### src/rtl/spk_pkg.sv
package spk_pkg;
   typedef enum logic [1:0] {
      SPK_P3  = 2'd0,
      SPK_P6  = 2'd1,
      SPK_P9  = 2'd2,
      SPK_PALL = 2'd3
   } spk_mode_e;
endpackage

### src/rtl/spk_capture.sv
module spk_capture
   import spk_pkg::*;
#(
   parameter int NPROBE = 16,
   parameter int WORD_W = 16,
   localparam int CW    = $clog2(WORD_W)
) (
   input  logic                     clk,
   input  logic                     rst_n,
   input  logic                     stb_i,
   input  logic [NPROBE-1:0]        samp_i,
   input  spk_mode_e                mode_i,
   output logic                     done_o,
   output logic [NPROBE*WORD_W-1:0] words_o,
   output spk_mode_e                grp_mode_o,
   output logic [CW-1:0]            cnt_o
);
   logic [CW-1:0] cnt_q;
   spk_mode_e     mode_q;

   assign done_o     = stb_i && (cnt_q == CW'(WORD_W - 1));
   assign grp_mode_o = mode_q;
   assign cnt_o      = cnt_q;

   always_ff @(posedge clk or negedge rst_n) begin
      if (!rst_n) begin
         cnt_q  <= '0;
         mode_q <= SPK_P3;
      end else if (stb_i) begin
         cnt_q <= done_o ? '0 : cnt_q + 1'b1;
         if (cnt_q == '0) mode_q <= mode_i;
      end
   end

   for (genvar p = 0; p < NPROBE; p++) begin : g_lane
      logic [WORD_W-1:0] sh_q;
      always_ff @(posedge clk or negedge rst_n) begin
         if (!rst_n)     sh_q <= '0;
         else if (stb_i) sh_q <= {samp_i[p], sh_q[WORD_W-1:1]};
      end
      assign words_o[p*WORD_W +: WORD_W] = {samp_i[p], sh_q[WORD_W-1:1]};
   end
endmodule

### src/rtl/spk_drain.sv
module spk_drain #(
   parameter int NPROBE = 16,
   parameter int WORD_W = 16,
   parameter int BYTE_W = 8,
   localparam int BPW   = WORD_W / BYTE_W,
   localparam int NB    = NPROBE * BPW,
   localparam int IW    = $clog2(NB),
   localparam int NW    = $clog2(NPROBE + 1)
) (
   input  logic                     clk,
   input  logic                     rst_n,
   input  logic                     load_i,
   input  logic [NPROBE*WORD_W-1:0] load_words_i,
   input  logic [NW-1:0]            load_n_i,
   input  logic                     ready_i,
   output logic                     valid_o,
   output logic [BYTE_W-1:0]        data_o,
   output logic                     free_o
);
   logic [NPROBE*WORD_W-1:0] buf_q;
   logic                     busy_q;
   logic [IW-1:0]            idx_q;
   logic [NW-1:0]            n_q;
   logic                     hs, last;

   assign hs      = busy_q && ready_i;
   assign last    = int'(idx_q) == int'(n_q) * BPW - 1;
   assign free_o  = !busy_q || (hs && last);
   assign valid_o = busy_q;
   assign data_o  = buf_q[idx_q*BYTE_W +: BYTE_W];

   always_ff @(posedge clk or negedge rst_n) begin
      if (!rst_n) begin
         buf_q  <= '0;
         busy_q <= 1'b0;
         idx_q  <= '0;
         n_q    <= '0;
      end else if (load_i) begin
         buf_q  <= load_words_i;
         n_q    <= load_n_i;
         idx_q  <= '0;
         busy_q <= 1'b1;
      end else if (hs) begin
         if (last) busy_q <= 1'b0;
         else      idx_q  <= idx_q + 1'b1;
      end
   end
endmodule

### src/rtl/sample_packer.sv
module sample_packer
   import spk_pkg::*;
#(
   parameter int NPROBE = 16,
   parameter int WORD_W = 16,
   parameter int BYTE_W = 8,
   localparam int NW    = $clog2(NPROBE + 1),
   localparam int CW    = $clog2(WORD_W)
) (
   input  logic              clk,
   input  logic              rst_n,
   input  logic [NPROBE-1:0] probe_i,
   input  logic              smp_stb_i,
   input  logic [1:0]        mode_i,
   output logic [BYTE_W-1:0] byte_o,
   output logic              byte_valid_o,
   input  logic              byte_ready_i,
   output logic              ovf_o
);
   initial begin
      assert (NPROBE >= 10 && WORD_W >= 2 && WORD_W % BYTE_W == 0)
         else $error("sample_packer: unsupported parameter set");
   end

   logic                     grp_done, buf_free, ovf_q;
   logic [NPROBE*WORD_W-1:0] grp_words;
   spk_mode_e                grp_mode;
   logic [CW-1:0]            samp_cnt;
   logic [NW-1:0]            grp_n;

   spk_capture #(.NPROBE(NPROBE), .WORD_W(WORD_W)) u_cap (
      .clk(clk), .rst_n(rst_n), .stb_i(smp_stb_i), .samp_i(probe_i),
      .mode_i(spk_mode_e'(mode_i)), .done_o(grp_done), .words_o(grp_words),
      .grp_mode_o(grp_mode), .cnt_o(samp_cnt)
   );

   always_comb begin
      unique case (grp_mode)
         SPK_P3:  grp_n = NW'(3);
         SPK_P6:  grp_n = NW'(6);
         SPK_P9:  grp_n = NW'(9);
         default: grp_n = NW'(NPROBE);
      endcase
   end

   spk_drain #(.NPROBE(NPROBE), .WORD_W(WORD_W), .BYTE_W(BYTE_W)) u_drn (
      .clk(clk), .rst_n(rst_n), .load_i(grp_done && buf_free),
      .load_words_i(grp_words), .load_n_i(grp_n), .ready_i(byte_ready_i),
      .valid_o(byte_valid_o), .data_o(byte_o), .free_o(buf_free)
   );

   always_ff @(posedge clk or negedge rst_n) begin
      if (!rst_n)                    ovf_q <= 1'b0;
      else if (grp_done && !buf_free) ovf_q <= 1'b1;
   end
   assign ovf_o = ovf_q;
endmodule

### config.mk
export PLATFORM = sky130hd
export DESIGN_NAME = sample_packer
export DESIGN_NICKNAME = d
export VERILOG_FILES = /design/src/rtl/spk_pkg.sv /design/src/rtl/spk_capture.sv /design/src/rtl/spk_drain.sv /design/src/rtl/sample_packer.sv
export SDC_FILE = /design/constraint.sdc
export NUM_CORES = 1
export LEC_CHECK = 0
export ABC_AREA = 1
export BUFFER_PORTS_ARGS = -buffer_cell sky130_fd_sc_hd__buf_2
export CELL_PAD_IN_SITES_DETAIL_PLACEMENT = 0
export CELL_PAD_IN_SITES_GLOBAL_PLACEMENT = 1
export CORE_MARGIN = 5
export CORE_UTILIZATION = 52
export DETAILED_ROUTE_END_ITERATION = 10
export HOLD_SLACK_MARGIN = 0.06
export PLACE_DENSITY = 0.95
export SLEW_MARGIN = 20
export SYNTH_ARGS = -nofsm -noshare
export SYNTH_HDL_FRONTEND = slang
export SYNTH_SLANG_ARGS = --single-unit
### constraint.sdc
create_clock -name clk -period 3.41 [get_ports clk]
set_input_delay 0.682 -clock clk [delete_from_list [all_inputs] [get_ports clk]]
set_output_delay 0.682 -clock clk [all_outputs]
set_load 0.03 [all_outputs]
# Word-level counts from Yosys, hierarchy flattened
# Cells that the tools add are included.
[totals]
reg_bits = 530
output_inout_bits = 10
word_cells = 55
in_bits = 22
[op_classes]
n_addsub = 3
muxes = 8
reduce_logical = 15
eq_ne = 5
n_shift = 1
[ops]
columns = ["operator", "count"]
rows = [
  ["$shiftx A256 B9 Y8", 1],
  ["$eq A6 B32 Y1", 1],
  ["$mux W5", 3],
  ["$pmux W5 S3", 1],
  ["$sub A6 B1 Y7 const B", 1],
  ["$reduce_and A2 Y1", 3],
  ["$add A5 B1 Y5 const B", 1],
  ["$logic_and A1 B1 Y1", 5],
  ["$add A4 B1 Y4 const B", 1],
  ["$eq A4 B4 Y1 const B", 1],
  ["$logic_not A4 Y1", 1],
  ["$mux W4", 1],
  ["$reduce_bool A2 Y1", 2],
  ["$mux W1", 3],
  ["$eq A2 B1 Y1 const B", 1],
  ["$eq A2 B2 Y1 const B", 1],
  ["$logic_not A1 Y1", 2],
  ["$logic_not A2 Y1", 1],
  ["$ne A2 B1 Y1 const B", 1],
  ["$logic_or A1 B1 Y1", 1],
]

# Longest topological paths before layout
# Gate-level depths: netlist of run 1.
[depth]
depth_word = 7
depth_mapped = 14
depth_no_buf = 13

# Hierarchy
# Synthesis of run 1 repeated with hierarchy kept, for this count alone.
[hier_totals]
hier_cells = 2746
hier_area_um2 = 22376.5
[modules_own_cells]
columns = ["module", "cells_per_inst", "seq_area_each_um2", "area_each_um2", "instances"]
rows = [
  ["spk_drain", 1685, 6681.4, 12721.0, 1],
  ["spk_capture", 1048, 6155.9, 9585.4, 1],
  ["sample_packer", 13, 25.0, 70.1, 1],
]

# Worst setup path before layout of run 1
# OpenSTA, ideal clock, no wires.
[synth_timing]
path_type = "register -> output"
from = "register u_drn.idx_q[0]"
to = "output byte_o[1]"
arrival_time_ps = 1723
path_slack_ps = 1005
required_ps = 2728
path_stages_with_launch = 11
path_buffers = 3
path_cell_list = "dfrtp_1 -> buf_2 -> inv_1 -> buf_2 -> clkbuf_1 -> nor2_1 -> o211ai_1 -> o211ai_1 -> nand2_1 -> nand2_1 -> inv_1"
[synth_via]
elab_chain_len = 1
[synth_rtl]
columns = ["element", "line", "rtl"]
rows = [
  ["start: declaration", "spk_drain.sv:22", "logic [IW-1:0] idx_q;"],
  ["start signal: assignment", "spk_drain.sv:45", "else idx_q <= idx_q + 1'b1;"],
  ["$shiftx A256 B9 Y8", "spk_drain.sv:30", "assign data_o = buf_q[idx_q*BYTE_W +: BYTE_W];"],
  ["end: declaration", "sample_packer.sv:15", "output logic [BYTE_W-1:0] byte_o,"],
]
# No other way between the ends.

# Worst setup path in the final report of run 1
[layout_timing]
from = "register u_drn.idx_q[0]"
to = "output byte_o[0]"
# The elaborated chain is that of the path after synthesis.

==> qor.txt, run 1 <==
status -> completed
diode count -> 0
Clock Latency Late Sink -> 0.60 ns
Cell Area, Placed -> 23300 um2
Main synth FF type -> dfrtp_1
CP Capture Type -> output port
post-DR vias/cell -> 5.80
Tmin final -> 3.34 ns
Synth Net Count -> 2801
CTS Sinks -> 514
P&R area growth vs syn -> 12.3%
Fin Setup TNS -> 0 ns
via count -> 19266
Setup-failing EPs final -> 0
Initial Util -> 52.6%
relative slew slack -> 33.1%
Max-Cap Viols -> 0
most frequent cells in the layout -> nand2_1 (1272), dfrtp_1 (512), nand4_1 (276)
CP Data Arrival Time -> 2.66 ns
Bufs and invs on worst path -> 3
Clk Tree Root Cell -> clkbuf_16
placer's final routability congestion estimate -> 0.853
Top Family by Delay on Critical Path -> buffers and inverters
worst r2r src -> u_drn.idx_q[4]
WL per Instance -> 18.2 um
library cells used by synthesis -> 24
proportion of layout cells with a drive suffix above 1 -> 6.87%
critical path cell sequence -> bufbuf_16 > nor2_1 > nor2_1 > o21ai_0 > o211ai_1 > nand3_1 > nand4_1 > nand2_1 > inv_1 > buf_2
Max FO, Critical Path -> 33
Max Fclk -> 0.299 GHz
r2r setup slk -> 0.59 ns
Slew Viols, Final -> 0
chip height -> 219 um
die width -> 219 um
cts hold-fix bufs -> 0
syn avg cell area -> 8.17 um2
gr usage total -> 25.4%
Reg clk slew, reported paths -> 0.06 ns
Crit Reg-Reg Endpoint -> u_drn.buf_q[73]
Critical Path Slowest Stage Cell -> dfrtp_4
initial antenna violation count -> 0
CTS buffer count -> 54
Syn Std Cell Area -> 22700 um2
max incr delay on CP -> 0.53 ns
CP Launch Type -> register
Stages on worst setup path -> 10
WS Path Type -> reg2out
post-route cell area -> 25400 um2
worst slew pin tran -> 1.00 ns
CTS tree -> done
fill cell count -> 3766
fin nets -> 2721
Async SR Flop Fraction -> 100%
Pre-antenna DRT Iters -> 6
antenna viol nets, final -> 0
grt total ovfl -> 0
Finished Core Util -> 59.1%
synthesis warning total -> 0
first-pass GRT wire length -> 99700 um
crit-path most repeated cell -> nor2_1
Routed WL -> 60400 um
sequential area share after synthesis -> 56.8%
FF-to-FF path depth -> 8
CORE AREA -> 43100 um2
final worst-path cycle share -> 98.0%
most common cell after layout, fill and taps aside -> nand2_1
Worst VDD drop -> 561 uV
endpoints failing hold -> 0
Die Area -> 47800 um2
Ports -> 32
via count of the first global-routing pass -> 18331
crit path from -> u_drn.idx_q[0]
DRC Markers -> 0
CTS Buffer Depth -> 3
Post-synth EDFFs -> 0
largest net degree at the start of global routing -> 247
Synth Register Bits -> 514
cell count after synthesis -> 2775
PortBufs -> 31
initial drt markers -> 2053
P per Cell Area -> 644 nW/um2
WP data required -> 2.73 ns
min-delay worst type -> in2async
Leak -> 13.5 nW
FP Rows -> 76
H-Tree Depth -> 2
Layout Skew -> 0.0136 ns
HPWL Detailed -> 33600 um
PnR Total Power -> 0.0164 W
[worst reg2reg max path, delay by kind of cell (launching register included)]
family	cells	cell delay, ns
compound gates	1	0.25
buf+inv	3	1.14
flops	1	0.67
simple gates	4	0.69
[synthesized netlist by cell type (5+ instances only)]
| cell type | n | area share, % |
|---|---|---|
| o22ai_1 | 28 | 0.77 |
| nand2_1 | 1274 | 21 |
| inv_1 | 47 | 0.78 |
| a21oi_1 | 7 | 0.15 |
| o21ai_0 | 160 | 3.5 |
| o211ai_1 | 32 | 1.1 |
| dfrtp_1 | 514 | 57 |
| or2_2 | 5 | 0.14 |
| nand3_1 | 34 | 0.75 |
| nand4_1 | 276 | 7.6 |
| buf_2 | 57 | 1.3 |
| buf_1 | 8 | 0.13 |
| nor2_1 | 160 | 2.7 |
| clkbuf_1 | 153 | 2.5 |
[area by class of cell]
type	instances	area (um2)	area share [%]
sequential	514	12900	50.6
inverter	51	209	0.821
timing repair buffer	82	990	3.89
clock buffer	81	1690	6.63
tap	585	732	2.88
timing repair inverter	1	8.76	0.0344
clock inverter	16	211	0.831
multi-input combinational	1991	8740	34.3
[through the flow]
step	hold slack, ns	cells	setup WS [ns]
3_3_place_gp	0.436	3213	0.416
3_5_place_dp	0.439	3213	0.348
2_1_floorplan	0.386	2775	1.01
5_1_grt	0.111	3321	-0.00199
4_1_cts	0.0839	3315	0.00470
6_report	0.0588	3321	0.0674
[routing by layer]
| layer | vias up | track usage (%) | share of wire, % |
|---|---|---|---|
| li1 | 8915 | - | - |
| met1 | 9514 | 38.0 | 44 |
| met2 | 739 | 38.8 | 46 |
| met3 | 98 | 3.85 | 7.2 |
| met4 | 0 | 7.24 | 2.5 |
| met5 | - | 0 | 0 |
[flip-flops by register name, summed over array words and instances (netlist names)]
register	cells
ovf_o	1
u_drn.n_q	5
u_cap.cnt_o	4
u_drn.buf_q	256
u_drn.valid_o	1
u_cap.g_lane.sh_q	240
u_cap.grp_mode_o	2
u_drn.idx_q	5
[power breakdown]
part	switching (W)	internal (W)	leakage, nW	total (W)
clock network	0.00243	0.00377	0.943	0.00620
registers	0.000451	0.00659	6.95	0.00704
logic	0.00218	0.000965	5.64	0.00315
total	0.00506	0.0113	13.5	0.0164
[logic make-up (layout without fill, tap and decap cells)]
family	count (synthesis)	after routing	synth area share (%)
simple gates	1751	1751	32.3
flops	514	514	56.8
buf+inv	270	231	4.80
compound gates	233	233	5.76
fa+ha+maj	4	4	0.221
xor+xnor	3	3	0.116
[worst max-delay path by stage]
stage / endpoint
after global routing: byte_o[7]
after CTS: byte_o[7]
after global placement: byte_o[6]
after floorplan: byte_o[1]
after detailed placement: byte_o[6]
final: byte_o[0]
[repair_timing]
action	in CTS	in global routing
pin swaps	1	5
endpoints found under the setup margin	8	8
setup buffers	1	4
gates resized for setup	5	8
cloned	4	1
No activity file was read; power rests on OpenSTA's default activity.
==> run 2: changes to the inputs <==
--- a/config.mk
+++ b/config.mk
@@ -10,10 +10,10 @@
 export CELL_PAD_IN_SITES_DETAIL_PLACEMENT = 0
 export CELL_PAD_IN_SITES_GLOBAL_PLACEMENT = 1
 export CORE_MARGIN = 5
-export CORE_UTILIZATION = 52
+export CORE_UTILIZATION = 48
 export DETAILED_ROUTE_END_ITERATION = 10
 export HOLD_SLACK_MARGIN = 0.06
-export PLACE_DENSITY = 0.95
+export PLACE_DENSITY = 0.9
 export SLEW_MARGIN = 20
 export SYNTH_ARGS = -nofsm -noshare
 export SYNTH_HDL_FRONTEND = slang
==> constraint.sdc (replaced) <==
create_clock -name clk -period 3.6 [get_ports clk]
set_input_delay 0.72 -clock clk [delete_from_list [all_inputs] [get_ports clk]]
set_output_delay 0.72 -clock clk [all_outputs]
set_load 0.03 [all_outputs]
==> run 2 against run 1 <==
  * Non-clock buffer count is 10 lower
  * Combinational power down 10%
  * Total power decreased by 7.7%
  * Register-to-register slack got worse by 0.20 ns
  * Count of clock-buffer cells in the layout is 8 lower
  * Global-route usage down 2.5 points
  * Utilization down 5.4 points
  * Via count fell by 1.9%
  * Die area is 7.9% higher
  * Sequential share of layout area up 0.83 points
  * Largest power group unchanged
==> qor.txt, run 2 (synthesis results as in run 1) <==
antenna viol nets, final -> 0 (unchanged)
WL per Instance -> 17.8 um (was 18.2 um)
die width -> 227 um (was 219 um)
initial drt markers -> 1783 (was 2053)
Max Fclk -> 0.285 GHz
CP Capture Type -> output port (unchanged)
cts hold-fix bufs -> 0 (unchanged)
via count -> 18895 (was 19266)
via count of the first global-routing pass -> 18257 (was 18331)
chip height -> 227 um (was 219 um)
CORE AREA -> 46700 um2 (was 43100 um2)
Ports -> 32 (unchanged)
CTS buffer count -> 53 (was 54)
Worst VDD drop -> 354 uV (was 561 uV)
CTS Sinks -> 514 (unchanged)
Largest regs -> u_drn.buf_q (256), u_cap.g_lane.sh_q (240) (unchanged)
setup ws final -> 0.0864 ns (was 0.0674 ns)
RSZ-0062 raised after global routing -> yes
largest net degree at the start of global routing -> 193 (was 247)
initial antenna violation count -> 2 (was 0)
Reg clk slew, reported paths -> 0.06 ns (about the same)
WS Path Type -> reg2out (unchanged)
final worst-path cycle share -> 97.6%
HPWL Detailed -> 33700 um (was 33600 um)
DRC Markers -> 0 (unchanged)
max reg flops -> 256 (unchanged)
status -> completed (unchanged)
P&R area growth vs syn -> 10.5% (was 12.3%)
CP Data Arrival Time -> 2.79 ns (was 2.66 ns)
gr usage total -> 22.9% (was 25.4%)
PortBufs -> 31 (unchanged)
Clk Tree Root Cell -> clkbuf_16 (unchanged)
worst slew pin tran -> 0.937 ns (was 1.00 ns)
Seq pwr share -> 44.2% (was 43.0%)
P per Cell Area -> 604 nW/um2 (was 644 nW/um2)
post-DR vias/cell -> 5.68 (was 5.80)
Slew Viols, Final -> 0 (unchanged)
internal power -> 0.0104 W (was 0.0113 W)
FP Rows -> 79 (was 76)
Clk pwr share -> 37.1% (was 37.8%)
proportion of layout cells with a drive suffix above 1 -> 6.04% (was 6.87%)
Sw Share -> 31.1% (was 30.9%)
relative slew slack -> 37.5% (was 33.1%)
Largest Register -> u_drn.buf_q (unchanged)
CTS tree -> done (unchanged)
Initial Util -> 48.6% (was 52.6%)
Setup WS pre-CTS -> 0.427 ns (was 0.348 ns)
placer's final routability congestion estimate -> 0.865 (was 0.853)
Routed WL -> 59000 um (was 60400 um)
most frequent cells in the layout -> nand2_1 (1274), dfrtp_1 (512), nand4_1 (276) (was nand2_1 (1272), dfrtp_1 (512), nand4_1 (276))
Setup-failing EPs final -> 0 (unchanged)
Post-CTS Setup Bufs -> 0 (was 1)
diode count -> 0 (unchanged)
Tmin final -> 3.51 ns
Max-Cap Viols -> 0 (unchanged)
Leak -> 13.3 nW (was 13.5 nW)
fin nets -> 2709 (was 2721)
Combinational Power Share -> 18.7% (was 19.2%)
Max FO, Critical Path -> 40 (was 33)
Pre-antenna DRT Iters -> 6 (unchanged)
most common cell after layout, fill and taps aside -> nand2_1 (unchanged)
min-delay worst type -> in2async (unchanged)
Min Hold Slack -> 0.132 ns (was 0.0588 ns)
Clock Latency Late Sink -> 0.59 ns (was 0.60 ns)
Layout Skew -> 0.0150 ns (was 0.0136 ns)
Die Area -> 51700 um2 (was 47800 um2)
grt total ovfl -> 0 (unchanged)
H-Tree Depth -> 2 (unchanged)
switching pwr -> 0.00470 W (was 0.00506 W)
first-pass GRT wire length -> 97600 um (was 99700 um)
endpoints failing hold -> 0 (unchanged)
CTS Buffer Depth -> 3 (unchanged)
CP Launch Type -> register (unchanged)
WP data required -> 2.88 ns (was 2.73 ns)
run 2: final cells by class:
cell class	instances	area [um2]
Clock inverter	16	258
Timing Repair Buffer	72	714
Fill cell	4326	21600
Tap cell	607	759
Sequential cell	514	12900
Clock buffer	73	1490
Multi-Input combinational cell	1991	8730
Inverter	51	210
run 2: through the flow:
stage	total power (W)	instances	cell area, um2	util, %	setup TNS (ns)
finish	0.0151	3324	25000	53.7	0
global route	0.0158	3324	25000	53.7	-0.0355
CTS	0.0152	3323	25000	53.6	0
detailed placement	0.00955	3234	23200	49.8	0
global placement	0.00950	3234	23200	49.8	0
floorplan	0.00845	2775	22700	-	0
run 2: power by group through the flow:
stage                     registers, W  logic [W]  clock network (W)
after floorplan                0.00661    0.00184                  0
after global placement         0.00676    0.00274                  0
after detailed placement       0.00677    0.00278                  0
after CTS                      0.00668    0.00281            0.00571
after global routing           0.00675    0.00310            0.00594
final                          0.00669    0.00282            0.00561
run 2: layer usage:
metal	global-route usage, %	vias to the layer above	share of wire [%]
met5	0	-	0.036
met4	6.62	4	2.5
met3	3.48	117	5.7
met2	35.9	561	47
met1	33.5	9338	45
li1	-	8875	-
run 2: path summary, 6_finish.rpt:
path                                        endpoint  slack (ns)            from  cells after the start
min                        u_cap.g_lane[13].sh_q[14]        0.13           rst_n                      1
min reg2reg                                    ovf_o        0.46           ovf_o                      1
min in group clk           u_cap.g_lane[13].sh_q[15]        0.37     probe_i[13]                      3
max in group asynchronous   u_cap.g_lane[4].sh_q[11]        2.39           rst_n                      2
max                                        byte_o[6]        0.09  u_drn.idx_q[0]                      9
max reg2reg                         u_drn.buf_q[250]        0.39  u_drn.idx_q[4]                      8
run 2: worst max-delay path, stage by stage, from the launching register on:
cell      delay, ns
dfrtp_4        0.55
inv_8          0.25
buf_4          0.27
o21ai_0        0.18
o211ai_1       0.16
o211ai_1       0.22
nand2_1        0.21
nand2_1        0.10
inv_1          0.07
buf_2          0.19
run 2: repair_timing:
item	CTS	global route
cloned	0	1
resized for setup	6	4
endpoints found under the setup margin	8	8
==> run 3: changes to the inputs <==
--- a/config.mk
+++ b/config.mk
@@ -9,6 +9,7 @@
 export BUFFER_PORTS_ARGS = -buffer_cell sky130_fd_sc_hd__buf_2
 export CELL_PAD_IN_SITES_DETAIL_PLACEMENT = 0
 export CELL_PAD_IN_SITES_GLOBAL_PLACEMENT = 1
+export CORE_ASPECT_RATIO = 0.7
 export CORE_MARGIN = 5
 export CORE_UTILIZATION = 48
 export DETAILED_ROUTE_END_ITERATION = 10
@@ -17,4 +18,5 @@
 export SLEW_MARGIN = 20
 export SYNTH_ARGS = -nofsm -noshare
 export SYNTH_HDL_FRONTEND = slang
+export SYNTH_HIERARCHICAL = 1
 export SYNTH_SLANG_ARGS = --single-unit
==> run 3 against run 2 <==
  * Synthesized area shrank 1.2%
  * Die area shrank 1.1%
  * Utilization shrank 0.78 points
  * Critical path depth grew 1
  * Final cell count grew 0.45%
  * Setup slack gained 0.061 ns
  * Total power grew 24%
  * Count of clock-buffer cells in the layout is the same
  * Worst hold slack lost 0.0092 ns
  * Clock skew grew 0.0057 ns
  * Design area shrank 2.3%
==> qor.txt, run 3 <==
status -> completed (unchanged)
Tmin final -> 3.45 ns (was 3.51 ns)
CTS Sinks -> 514 (unchanged)
cell count after synthesis -> 2746 (was 2775)
Cell Area, Placed -> 22800 um2 (was 23200 um2)
CP Data Arrival Time -> 2.73 ns (was 2.79 ns)
Slew Viols, Final -> 0 (unchanged)
final worst-path cycle share -> 95.9% (was 97.6%)
Post-CTS Setup Bufs -> 0 (unchanged)
Die Area -> 51100 um2 (was 51700 um2)
post-DR vias/cell -> 5.12 (was 5.68)
ranking of synthesized cells by area -> dfrtp_1 (57%), nand2_1 (24%), o21ai_0 (5.1%) (was dfrtp_1 (57%), nand2_1 (21%), nand4_1 (7.6%))
DRC Markers -> 0 (unchanged)
PortBufs -> 31 (unchanged)
Largest Register -> u_drn/buf_q (was u_drn.buf_q)
most frequent cells after synthesis -> nand2_1 (1436), dfrtp_1 (514), o21ai_0 (229), inv_1 (136), nand3_1 (109) (was nand2_1 (1274), dfrtp_1 (514), nand4_1 (276), nor2_1 (160), o21ai_0 (160))
FP Rows -> 66 (was 79)
gr usage total -> 20.7% (was 22.9%)
library cells used by synthesis -> 29 (was 24)
post-route cell area -> 24500 um2 (was 25000 um2)
cts hold-fix bufs -> 0 (unchanged)
via count -> 17108 (was 18895)
Clock Latency Late Sink -> 0.57 ns (was 0.59 ns)
Max FO, Critical Path -> 53 (was 40)
grt total ovfl -> 0 (unchanged)
Resize count post-CTS -> 0 (was 6)
Setup-failing EPs final -> 0 (unchanged)
synthesis warning total -> 6 (was 0)
relative slew slack -> 36.7% (was 37.5%)
most frequent cells in the layout -> nand2_1 (1436), dfrtp_1 (513), o21ai_0 (229) (was nand2_1 (1274), dfrtp_1 (512), nand4_1 (276))
first-pass GRT wire length -> 87500 um (was 97600 um)
HPWL Detailed -> 32200 um (was 33700 um)
fin nets -> 2716 (was 2709)
initial drt markers -> 1486 (was 1783)
Pre-antenna DRT Iters -> 5 (was 6)
CTS tree -> done (unchanged)
chip height -> 191 um (was 227 um)
Initial Util -> 48.4% (was 48.6%)
CORE AREA -> 46200 um2 (was 46700 um2)
P&R area growth vs syn -> 9.28% (was 10.5%)
Ports -> 32 (unchanged)
initial antenna violation count -> 0 (was 2)
CTS Buffer Depth -> 3 (unchanged)
count leader, synth -> nand2_1 (unchanged)
largest net degree at the start of global routing -> 170 (was 193)
Async SR Flop Fraction -> 100% (unchanged)
WS Path Type -> reg2out (unchanged)
Reg clk slew, reported paths -> 0.07 ns (was 0.06 ns)
WL per Instance -> 15.8 um (was 17.8 um)
Fin Setup TNS -> 0 ns (unchanged)
Post-synth EDFFs -> 0 (unchanged)
CP Capture Type -> output port (unchanged)
H-Tree Depth -> 2 (unchanged)
proportion of layout cells with a drive suffix above 1 -> 6.20% (was 6.04%)
Syn Std Cell Area -> 22400 um2 (was 22700 um2)
CTS buffer count -> 48 (was 53)
Max Fclk -> 0.290 GHz (was 0.285 GHz)
cell type with the largest total area after synthesis -> dfrtp_1 (unchanged)
die width -> 268 um (was 227 um)
Largest regs -> u_drn/buf_q (256), u_cap/g_lane.sh_q (240) (was u_drn.buf_q (256), u_cap.g_lane.sh_q (240))
diode count -> 0 (unchanged)
syn avg cell area -> 8.15 um2 (was 8.17 um2)
Worst VDD drop -> 458 uV (was 354 uV)
P per Cell Area -> 767 nW/um2 (was 604 nW/um2)
worst slew pin tran -> 0.950 ns (was 0.937 ns)
max reg flops -> 256 (unchanged)
sequential area share after synthesis -> 57.5% (was 56.8%)
endpoints failing hold -> 0 (unchanged)
Synth Net Count -> 2772 (was 2801)
most common cell after layout, fill and taps aside -> nand2_1 (unchanged)
WP data required -> 2.88 ns (about the same)
Leak -> 13.1 nW (was 13.3 nW)
antenna viol nets, final -> 0 (unchanged)
Routed WL -> 52700 um (was 59000 um)
Synth top area share -> 57.5% (was 56.8%)
RSZ-0062 raised after global routing -> no (was yes)
FF-to-FF path depth -> 15 (was 8)
fill cell count -> 4332 (was 4326)
Clk Tree Root Cell -> clkbuf_16 (unchanged)
Max-Cap Viols -> 0 (unchanged)
placer's final routability congestion estimate -> 0.843 (was 0.865)
Layout Skew -> 0.0207 ns (was 0.0150 ns)
Synth Register Bits -> 514 (unchanged)
via count of the first global-routing pass -> 16677 (was 18257)
Main synth FF type -> dfrtp_1 (unchanged)
CP Launch Type -> register (unchanged)
min-delay worst type -> in2async (unchanged)
-- run 3: changes by cell type in the layout (fill, tap and decap cells not counted), sizes merged, moves of 4 or more --
cell / delta
a21oi: +89
nand4: -269
nand2: +164
inv: +90
or2: -5
o21ai: +78
buf: +4
o2111ai: -4
nor2: -147
o22ai: -28
o211ai: -32
nand3: +76
-- run 3: logic make-up after synthesis --
logic type	Yosys count	share of synthesized area, %
and+or+nand+nor	1569	27.2
DFF	514	57.5
adders and majority gates	4	0.224
AOI/OAI and AO/OA	334	7.49
buffers and inverters	321	7.48
xor gates and xnor gates	4	0.157
-- run 3: where the power goes --
| part | switching [W] | internal, W | total (W) | leakage [nW] |
|---|---|---|---|---|
| Sequential | 0.000876 | 0.00734 | 0.00821 | 6.55 |
| Clock | 0.00219 | 0.00317 | 0.00536 | 0.843 |
| Combinational | 0.00361 | 0.00158 | 0.00519 | 5.74 |
| Total | 0.00668 | 0.0121 | 0.0188 | 13.1 |
-- run 3: final timing paths --
path                                        from                       end  slack, ns
max in group asynchronous                  rst_n           u_drn/buf_q[93]       2.48
worst max register to register      u_drn/n_q[0]          u_drn/buf_q[173]       0.72
worst min register to register  u_drn/buf_q[159]          u_drn/buf_q[159]       0.47
worst max-delay path              u_drn/idx_q[0]                 byte_o[0]       0.15
min in group clk                      probe_i[2]           u_drn/buf_q[47]       0.36
worst min-delay path                       rst_n  u_cap/g_lane[12].sh_q[6]       0.12
-- run 3: layout make-up --
class | instances | area (um2) | share of cell area (%)
clock buffer | 73 | 1510 | 6.16
clock inverter | 14 | 188 | 0.768
inverter | 140 | 544 | 2.23
multi-input combinational | 1911 | 7840 | 32.1
sequential | 514 | 12900 | 52.6
tap | 612 | 766 | 3.13
timing repair buffer | 75 | 742 | 3.03
-- run 3: metal layers --
metal	wire length, um	vias to the layer above	track usage (%)
li1	-	8375	-
met4	894	0	4.33
met5	0	-	0
met3	3330	66	3.88
met1	26000	8239	32.1
met2	22500	428	30.6
-- run 3: per-stage QoR --
| stage | cells | hold WS, ns | util, % | total power [W] | worst slack [ns] |
|---|---|---|---|---|---|
| after floorplan | 2746 | 0.424 | - | 0.0116 | 1.29 |
| after global placement | 3252 | 0.447 | 49.2 | 0.0133 | 0.788 |
| after detailed placement | 3252 | 0.458 | 49.2 | 0.0135 | 0.760 |
| after CTS | 3339 | 0.146 | 52.9 | 0.0189 | 0.159 |
| after global routing | 3339 | 0.189 | 52.9 | 0.0200 | 0.0205 |
| final | 3339 | 0.123 | 52.9 | 0.0188 | 0.148 |
-- run 3: worst max-delay path: stages (launching register included) --
cell and delay [ns]:
dfrtp_4 0.51, buf_12 0.21, buf_4 0.23, o21ai_0 0.41, nand3_1 0.12, nand2_1 0.14
nand2_1 0.06, nand2_1 0.07, nand2_1 0.05, nand2_1 0.13, buf_2 0.22
